$ cat src/rtl/fmi_pkg.sv
package fmi_pkg;

    typedef struct packed {
        logic cyc;
        logic en;
        logic gate;
        logic rst;
    } port_ctl_t;

    typedef enum logic [2:0] {
        S_IDLE,
        S_PRE_RST,
        S_PRE_GAP,
        S_BURST,
        S_FIN_RST,
        S_FIN_GAP,
        S_DONE
    } seq_state_e;

    typedef enum logic [1:0] {
        T_WAIT,
        T_RUN,
        T_READY
    } top_state_e;

endpackage

$ cat src/rtl/fmi_stab_timer.sv
module fmi_stab_timer #(
    parameter int WAIT_CYC = 5000
) (
    input  logic clk,
    input  logic rst_n,
    input  logic supply_ok,
    output logic stable
);
    localparam int CW = $clog2(WAIT_CYC + 1);
    localparam logic [CW-1:0] WAIT_V = CW'(WAIT_CYC);

    logic [CW-1:0] cnt_d, cnt_q;

    always_comb begin
        cnt_d = cnt_q;
        if (!supply_ok) begin
            cnt_d = '0;
        end else if (cnt_q != WAIT_V) begin
            cnt_d = cnt_q + 1'b1;
        end
    end

    always_ff @(posedge clk) begin
        if (!rst_n) cnt_q <= '0;
        else        cnt_q <= cnt_d;
    end

    assign stable = (cnt_q == WAIT_V);

    // a low supply sample restarts the count
    a_r8_drop_restarts: assert property (@(posedge clk) disable iff (!rst_n)
        !supply_ok |=> !stable);

endmodule

$ cat src/rtl/fmi_port_seq.sv
module fmi_port_seq
    import fmi_pkg::*;
#(
    parameter int DUMMY_CYCLES = 80,
    parameter int RST_GAP      = 2
) (
    input  logic      clk,
    input  logic      rst_n,
    input  logic      start,
    input  logic      recover,
    output port_ctl_t ctl,
    output logic      done
);
    localparam int CNT_MAX = (DUMMY_CYCLES > RST_GAP) ? DUMMY_CYCLES : RST_GAP;
    localparam int CW = $clog2(CNT_MAX + 1);
    localparam logic [CW-1:0] BURST_LAST = CW'(DUMMY_CYCLES - 1);
    localparam logic [CW-1:0] GAP_LAST   = CW'(RST_GAP - 1);

    typedef struct packed {
        seq_state_e    st;
        logic [CW-1:0] cnt;
    } seq_regs_t;

    seq_regs_t r_d, r_q;

    always_comb begin
        r_d = r_q;
        unique case (r_q.st)
            S_IDLE: begin
                if (start) begin
                    r_d.st  = recover ? S_PRE_RST : S_BURST;
                    r_d.cnt = '0;
                end
            end
            S_PRE_RST: begin
                r_d.st  = S_PRE_GAP;
                r_d.cnt = '0;
            end
            S_PRE_GAP: begin
                if (r_q.cnt == GAP_LAST) begin
                    r_d.st  = S_BURST;
                    r_d.cnt = '0;
                end else begin
                    r_d.cnt = r_q.cnt + 1'b1;
                end
            end
            S_BURST: begin
                if (r_q.cnt == BURST_LAST) begin
                    r_d.st  = S_FIN_RST;
                    r_d.cnt = '0;
                end else begin
                    r_d.cnt = r_q.cnt + 1'b1;
                end
            end
            S_FIN_RST: begin
                r_d.st  = S_FIN_GAP;
                r_d.cnt = '0;
            end
            S_FIN_GAP: begin
                if (r_q.cnt == GAP_LAST) begin
                    r_d.st  = S_DONE;
                    r_d.cnt = '0;
                end else begin
                    r_d.cnt = r_q.cnt + 1'b1;
                end
            end
            default: r_d = r_q;
        endcase
    end

    always_ff @(posedge clk) begin
        if (!rst_n) begin
            r_q.st  <= S_IDLE;
            r_q.cnt <= '0;
        end else begin
            r_q <= r_d;
        end
    end

    always_comb begin
        ctl.cyc  = (r_q.st != S_IDLE) && (r_q.st != S_DONE);
        ctl.en   = (r_q.st == S_BURST);
        ctl.gate = 1'b0;
        ctl.rst  = (r_q.st == S_PRE_RST) || (r_q.st == S_FIN_RST);
        done     = (r_q.st == S_DONE);
    end

    // one-cycle reset pulses followed by at least two low cycles
    a_r5_pulse_one_cycle: assert property (@(posedge clk) disable iff (!rst_n)
        ctl.rst |=> !ctl.rst);
    a_r5_two_low_after: assert property (@(posedge clk) disable iff (!rst_n)
        $fell(ctl.rst) |=> !ctl.rst);
    // a dummy burst always ends in a pointer reset
    a_r3_burst_then_reset: assert property (@(posedge clk) disable iff (!rst_n)
        $fell(ctl.en) |-> ctl.rst);
    // completion is sticky
    a_r10_done_sticky: assert property (@(posedge clk) disable iff (!rst_n)
        done |=> done);

endmodule

$ cat src/rtl/fmi_init.sv
module fmi_init
    import fmi_pkg::*;
#(
    parameter int CLK_PERIOD_NS = 20,
    parameter int STAB_US       = 100,
    parameter int DUMMY_CYCLES  = 80,
    parameter int RST_GAP       = 2
) (
    input  logic clk,
    input  logic rst_n,
    input  logic supply_ok,
    input  logic slow_start,
    input  logic ext_wr_cyc,
    input  logic ext_wr_en,
    input  logic ext_wr_in_en,
    input  logic ext_wr_rst,
    input  logic ext_rd_cyc,
    input  logic ext_rd_en,
    input  logic ext_rd_out_en,
    input  logic ext_rd_rst,
    output logic mem_wr_cyc,
    output logic mem_wr_en,
    output logic mem_wr_in_en,
    output logic mem_wr_rst,
    output logic mem_rd_cyc,
    output logic mem_rd_en,
    output logic mem_rd_out_en,
    output logic mem_rd_rst,
    output logic init_done
);
    localparam int WAIT_CYC = (STAB_US * 1000 + CLK_PERIOD_NS - 1) / CLK_PERIOD_NS;
    localparam int NPORT    = 2;

    top_state_e st_d, st_q;
    logic       stable;
    logic       start;
    port_ctl_t  ext_c [NPORT];
    port_ctl_t  seq_c [NPORT];
    port_ctl_t  out_c [NPORT];
    logic [NPORT-1:0] port_done;

    fmi_stab_timer #(.WAIT_CYC(WAIT_CYC)) u_timer (
        .clk       (clk),
        .rst_n     (rst_n),
        .supply_ok (supply_ok),
        .stable    (stable)
    );

    assign start = (st_q == T_WAIT) && stable;

    always_comb begin
        ext_c[0] = '{cyc: ext_wr_cyc, en: ext_wr_en, gate: ext_wr_in_en, rst: ext_wr_rst};
        ext_c[1] = '{cyc: ext_rd_cyc, en: ext_rd_en, gate: ext_rd_out_en, rst: ext_rd_rst};
    end

    for (genvar p = 0; p < NPORT; p++) begin : g_port
        fmi_port_seq #(
            .DUMMY_CYCLES (DUMMY_CYCLES),
            .RST_GAP      (RST_GAP)
        ) u_seq (
            .clk     (clk),
            .rst_n   (rst_n),
            .start   (start),
            .recover (slow_start),
            .ctl     (seq_c[p]),
            .done    (port_done[p])
        );
        assign out_c[p] = init_done ? ext_c[p] : seq_c[p];
    end

    always_comb begin
        st_d = st_q;
        unique case (st_q)
            T_WAIT:  if (stable)     st_d = T_RUN;
            T_RUN:   if (&port_done) st_d = T_READY;
            default: st_d = st_q;
        endcase
    end

    always_ff @(posedge clk) begin
        if (!rst_n) st_q <= T_WAIT;
        else        st_q <= st_d;
    end

    assign init_done = (st_q == T_READY);

    always_comb begin
        {mem_wr_cyc, mem_wr_en, mem_wr_in_en, mem_wr_rst} = out_c[0];
        {mem_rd_cyc, mem_rd_en, mem_rd_out_en, mem_rd_rst} = out_c[1];
    end

    // nothing reaches the memory while the wait runs
    a_r2_quiet_wait: assert property (@(posedge clk) disable iff (!rst_n)
        (st_q == T_WAIT) |-> !(mem_wr_cyc || mem_rd_cyc || mem_wr_rst || mem_rd_rst));
    // data gates stay closed during initialisation
    a_r4_gates_closed: assert property (@(posedge clk) disable iff (!rst_n)
        !init_done |-> !(mem_wr_in_en || mem_rd_out_en));
    // both ports in lockstep before completion
    a_r9_lockstep: assert property (@(posedge clk) disable iff (!rst_n)
        !init_done |-> (mem_wr_cyc == mem_rd_cyc) && (mem_wr_rst == mem_rd_rst));
    // completion follows both port sequences
    a_r10_done_after_ports: assert property (@(posedge clk) disable iff (!rst_n)
        $rose(init_done) |-> $past(&port_done));

endmodule

$ cat config.mk
export PLATFORM = sky130hd
export DESIGN_NAME = fmi_init
export DESIGN_NICKNAME = d
export VERILOG_FILES = /design/src/rtl/fmi_pkg.sv /design/src/rtl/fmi_stab_timer.sv /design/src/rtl/fmi_port_seq.sv /design/src/rtl/fmi_init.sv
export SDC_FILE = /design/constraint.sdc
export NUM_CORES = 1
export LEC_CHECK = 0
export BUFFER_PORTS_ARGS = -buffer_cell sky130_fd_sc_hd__buf_2
export CAP_MARGIN = 10
export CORE_MARGIN = 2
export CORE_UTILIZATION = 65
export CTS_BUF_LIST = sky130_fd_sc_hd__clkbuf_2
export DETAILED_ROUTE_END_ITERATION = 6
export PLACE_DENSITY = 0.94
export SLEW_MARGIN = 10
export SYNTH_ARGS = -nofsm -noshare
export SYNTH_HDL_FRONTEND = slang
export SYNTH_SLANG_ARGS = --single-unit
$ cat constraint.sdc
create_clock -name clk -period 3.8 [get_ports clk]
set_input_delay 0.19 -clock clk [delete_from_list [all_inputs] [get_ports clk]]
set_output_delay 0.19 -clock clk [all_outputs]
set_load 0.02 [all_outputs]
# [Word level (Yosys, flattened, before mapping)]
# Cells that the tools add are included.
[totals] ff_bits=35 latchBits=0 ramBits=0 rom_bits=0 output_inout_bits=9 word_cells=80 mem_count=0
[op_classes] add_sub_neg=3 n_mul=0 n_div=0 order_cmp=0 eq_ne=32 n_shift=0 n_mux=19 bitwise=0 reduce_logical=20
[ops] cell="$pmux W10 S6" count=2
[ops] cell="$mux W7" count=4
[ops] cell="$eq A3 B3 Y1 const B" count=6
[ops] cell="$mux W3" count=6
[ops] cell="$add A7 B1 Y7 const B" count=2
[ops] cell="$eq A7 B1 Y1 const B" count=2
[ops] cell="$eq A7 B7 Y1 const B" count=2
[ops] cell="$ne A2 B1 Y1 const B" count=7
[ops] cell="$add A13 B1 Y13 const B" count=1
[ops] cell="$eq A13 B13 Y1 const B" count=1
[ops] cell="$ne A13 B13 Y1 const B" count=1
[ops] cell="$eq A3 B2 Y1 const B" count=4
[ops] cell="$reduce_bool A6 Y1" count=2
[ops] cell="$mux W10" count=1
[ops] cell="$reduce_and A5 Y1" count=2
[ops] cell="$mux W4" count=2
[ops] cell="$reduce_and A2 Y1" count=4
[ops] cell="$eq A3 B1 Y1 const B" count=2
[ops] cell="$logic_not A3 Y1" count=2
[ops] cell="$mux W2" count=3
[ops] cell="$ne A2 B2 Y1 const B" count=3
[ops] cell="$ne A3 B3 Y1 const B" count=2
[ops] cell="$reduce_bool A3 Y1" count=2
[ops] cell="$pmux W2 S2" count=1
[ops] cell="7 further kinds" count=10

# [Longest topological paths before layout]
[logic_depth] depth_word=4 mapped_depth=8 depth_no_buf=7

# [Hierarchy]
# Synthesis repeated with hierarchy kept, for this count alone.
[unflattened] hier_cells=265 area_unflattened_um2=2418.6
[by_module_without_submodules] module="fmi_port_seq" n_inst=2 cells_per_inst=86 area_each_um2=767.0 seq_area_each_um2=200.2
[by_module_without_submodules] module="fmi_stab_timer" n_inst=1 cells_per_inst=75 area_each_um2=656.9 seq_area_each_um2=260.2
[by_module_without_submodules] module="fmi_init" n_inst=1 cells_per_inst=18 area_each_um2=227.7 seq_area_each_um2=40.0

# [Worst setup path after synthesis]
# No wires, ideal clock.
[synth_timing] path_type="flip-flop to flip-flop" from="register g_port[1].u_seq.r_q[0] in the netlist's numbering" to="register g_port[1].u_seq.r_q[1] in the netlist's numbering" t_arrival_ps=2189 required_ps=3672 path_slack_ps=1483 path_stages_with_launch=8 path_buffers=1 synth_period_minus_slack_ps=2317 cell_sequence="dfxtp_1 > ha_1 > or4b_2 > o311ai_0 > o221ai_1 > buf_2 > a22oi_1 > nor2_1"
[synth_via] elab_chain_cells=3 elab_cells_between_ends=6 cone_classes="add/sub: 1; eq/ne: 2; mux: 3"
[synth_rtl] element="start: declaration" line="fmi_port_seq.sv:24" text="seq_regs_t r_d, r_q;"
[synth_rtl] element="start signal: assignment" line="fmi_port_seq.sv:76" text="r_q <= r_d;"
[synth_rtl] element="$add A7 B1 Y7, or another cell as far along" line="fmi_port_seq.sv:44, fmi_port_seq.sv:52, fmi_port_seq.sv:64"
[synth_rtl] element="$mux W7, on equally long branches" line="fmi_port_seq.sv:40, fmi_port_seq.sv:60, fmi_port_seq.sv:48"
[synth_rtl] element="$pmux W10 S6 *" line="fmi_port_seq.sv:28" text="unique case (r_q.st)"
# Mark *: on every way between the ends. The rest lies on a longest branch, timed or not.
# A chain may end at the register's enable or synchronous reset.

# [Final worst setup path]
[layout_timing] from="register g_port[1].u_seq.r_q[0] in the netlist's numbering" to="register g_port[1].u_seq.r_q[8] in the netlist's numbering"
[layout_via] elab_chain_cells=3 elab_cells_between_ends=6 cone_classes="eq/ne: 5; reduce/logical: 1"
[layout_rtl] element="$eq A7 B1 Y1 / $eq A7 B7 Y1 (equally long branches)" line="fmi_port_seq.sv:40, fmi_port_seq.sv:60, fmi_port_seq.sv:48"
[layout_rtl] element="$ne A2 B1 Y1 (no line)"
[layout_rtl] element="$reduce_and A5 Y1 (no line) *"
# Marked as above.

==> run_results.csv <==
group,metric,value,unit
outcome,status,"finished, final reports clean",
clocking,cts_made_buffers,5,
timing,tns,0,ns
yosys,syn-num-nets,268,
layout,synthToLayoutAreaGrowth,9.07,%
global_routing,grt_pass1_vias,1576,
global_routing,grt-ovfl-total,0,
timing,slew_headroom,42.1,%
yosys,yosysTopAreaCellShare,35.3,%
clocking,cts.sinks,35,
layout,final_layout_size_suffix_gt1_share,14.7,%
worst_setup_path,worstPathRequired,4.18,ns
worst_setup_path,arrival,3.24,ns
floorplan,start_util,66.7,%
timing,hold_viol,0,
worst_setup_path,startpoint_type,"flop",
detailed_routing,num_vias,1875,
floorplan,rows,20,
clocking,cts_root_buf,"clkbuf_2",
yosys,yosys.cell_types.count,50,
timing,min_period_over_period,75.4,%
layout,finalNetCount,282,
yosys,synth_warnings,0,
timing,fmaxAchievable,349,MHz
clocking,ctsHoldBuffers,0,
timing,worst_slew_pin_slew,0.868,ns
clocking,clock_latency,0.42,ns
hold_path,hold_path.class,"primary input to flop",
yosys,synthArstFlopShare,0,%
worst_setup_path,cp_max_fo,11,
placement,io_buffers,20,
global_routing,grt_first_pass_wirelength,6.61,mm
yosys,synth_edf_count,0,
placement,gp_congestion,0.800,
floorplan,core-area,2980,sq um
detailed_routing,drt_iter0_drc,135,
floorplan,dieHeight,59.3,um
detailed_routing,ant_nets,0,
timing,holdWs,0.0620,ns
detailed_routing,drc,0,
timing,final_max_slew_viol_count,0,
detailed_routing,wl_per_cell,13.7,um
yosys,synth_area_leaders,"dfxtp_1 (35%), nand2_1 (5.9%), nor2_1 (4.9%)",
clocking,cts-resized-gates,0,
placement,dp_hpwl,2.79,mm
floorplan,die_w,59.3,um
yosys,synth_seq_area_share,35.3,%
power_and_ir_drop,ir_drop,0.000318,V
global_routing,antenna_found_initial,0,
power_and_ir_drop,p_leak,0.810,nW
layout,layout_commonest_cell,"dfxtp_1",
global_routing,grt_max_degree,19,
yosys,yosysTopAreaCell,"dfxtp_1",
timing,rsz0062_at_grt,"no",
power_and_ir_drop,pwr_density_cell,525,nW/um^2
clocking,cts_max_level,2,
timing,setup-violations-final,0,
yosys,synth_flop_cell,"dfxtp_1",
detailed_routing,drt-pass1-iter-count,5,
worst_setup_path,crit_type,"flop to flop",
layout,mostFrequentLayoutCells,"dfxtp_1 (35), nand2_1 (31), nor2_1 (26), buf_2 (20), nand3_1 (16)",
yosys,ys_ff_latch,35,
timing,fin_crit,2.86,ns
yosys,synth_area,1990,sq um
clocking,clkSlewWorstSetupHoldPaths,0.23,ns
worst_setup_path,rr_worst_depth,6,
detailed_routing,wl,4.08,mm
run,cap_violations,0,
clocking,cts_setup_buffers,0,
global_routing,grt.total_usage,24.8,%
floorplan,design.portCount,21,
layout,diodes,0,
hold_path,worstHoldPathCells,2,
yosys,avgSynthCellArea,7.94,sq um
yosys,synth_cells,250,
detailed_routing,vias_per_cell,6.29,
clocking,cts_tree,"done",
timing,clock_skew,0.0438,ns
floorplan,dieArea,3510,sq um
clocking,clockBufferDepth,2,
worst_setup_path,end_kind,"flop",
layer usage:
layer	vias to the layer above	track usage (%)	wire length, um
met2	73	40.2	1930
met1	858	30.8	1830
li1	934	-	-
met3	10	7.21	239
met5	-	0	0
met4	0	10.1	83
sequential cells by signal, summed over array words and instances (netlist names):
name / cells
g_port.u_seq.r_q: 20
u_timer.cnt_q: 13
st_q: 2
synth_stat cells (all sizes together), types with 2 or more instances:
| library cell | count |
|---|---|
| a21boi | 2 |
| a211oi | 4 |
| nand2b | 2 |
| or2 | 3 |
| and2 | 2 |
| nor2b | 5 |
| nand3 | 16 |
| buf | 5 |
| ha | 6 |
| o31ai | 3 |
| or4b | 3 |
| inv | 6 |
| o311ai | 2 |
| dfxtp | 35 |
| nor4b | 4 |
| and3 | 10 |
| or3 | 5 |
| a22o | 3 |
| a22oi | 3 |
| a31oi | 11 |
| xor2 | 5 |
| nand3b | 4 |
| xnor2 | 8 |
| o21ai | 8 |
| a21oi | 7 |
| nor3 | 6 |
| nand4 | 2 |
| nand2 | 31 |
| nor2 | 26 |
| clkbuf | 8 |
area by class of cell:
cell class / instances / area, sq um
multi-input combinational: 195 / 1200
fill: 236 / 812
sequential: 35 / 701
timing repair buffer: 20 / 100
clock inverter: 3 / 67.6
tap: 33 / 41.3
inverter: 7 / 26.3
clock buffer: 5 / 25.0
path summary, 6_finish.rpt:
path | start | slack, ns | to
min | rst_n | 0.06 | g_port[1].u_seq.r_q[7]
max reg2reg | g_port[1].u_seq.r_q[0] | 0.94 | g_port[1].u_seq.r_q[8]
max | g_port[1].u_seq.r_q[0] | 0.94 | g_port[1].u_seq.r_q[8]
min reg2reg | st_q[0] | 0.52 | st_q[0]
critical path, stage by stage (launching register included):
cell      delay, ns
dfxtp_1        0.47
ha_1           0.17
or4b_2         0.60
o311ai_0       0.50
o221ai_1       0.56
nor2_1         0.32
mux2i_1        0.20
power breakdown:
part	internal (W)	switching (W)	leakage (nW)	total [W]
Clock	0.000177	0.000138	0.0492	0.000315
Sequential	0.000397	0.0000702	0.283	0.000467
Combinational	0.000146	0.000208	0.478	0.000354
per-stage QoR:
step                cell area (sq um)  util [%]  std cells  power (W)  setup slack (ns)
floorplan                        1990         -        250   0.000738              1.48
global placement                 2070      69.6        290   0.000806              1.17
detailed placement               2070      69.6        290   0.000817              1.01
CTS                              2170      72.7        298    0.00113             0.958
global route                     2170      72.7        298    0.00120             0.693
finish                           2170      72.7        298    0.00114             0.936
cell families (layout without fill, tap and decap cells):
| group | Yosys count | count (layout) | share of synthesized area, % |
|---|---|---|---|
| buffers and inverters | 20 | 35 | 4.03 |
| multiplexers | 1 | 1 | 0.504 |
| XOR/XNOR | 13 | 13 | 5.73 |
| adder cells (fa/ha/maj) | 6 | 6 | 3.78 |
| flip-flops | 35 | 35 | 35.3 |
| AO/OA/AOI/OAI | 53 | 53 | 19.0 |
| AND/OR/NAND/NOR | 122 | 122 | 31.7 |
Note: power is estimated with default switching activity, not from simulation.
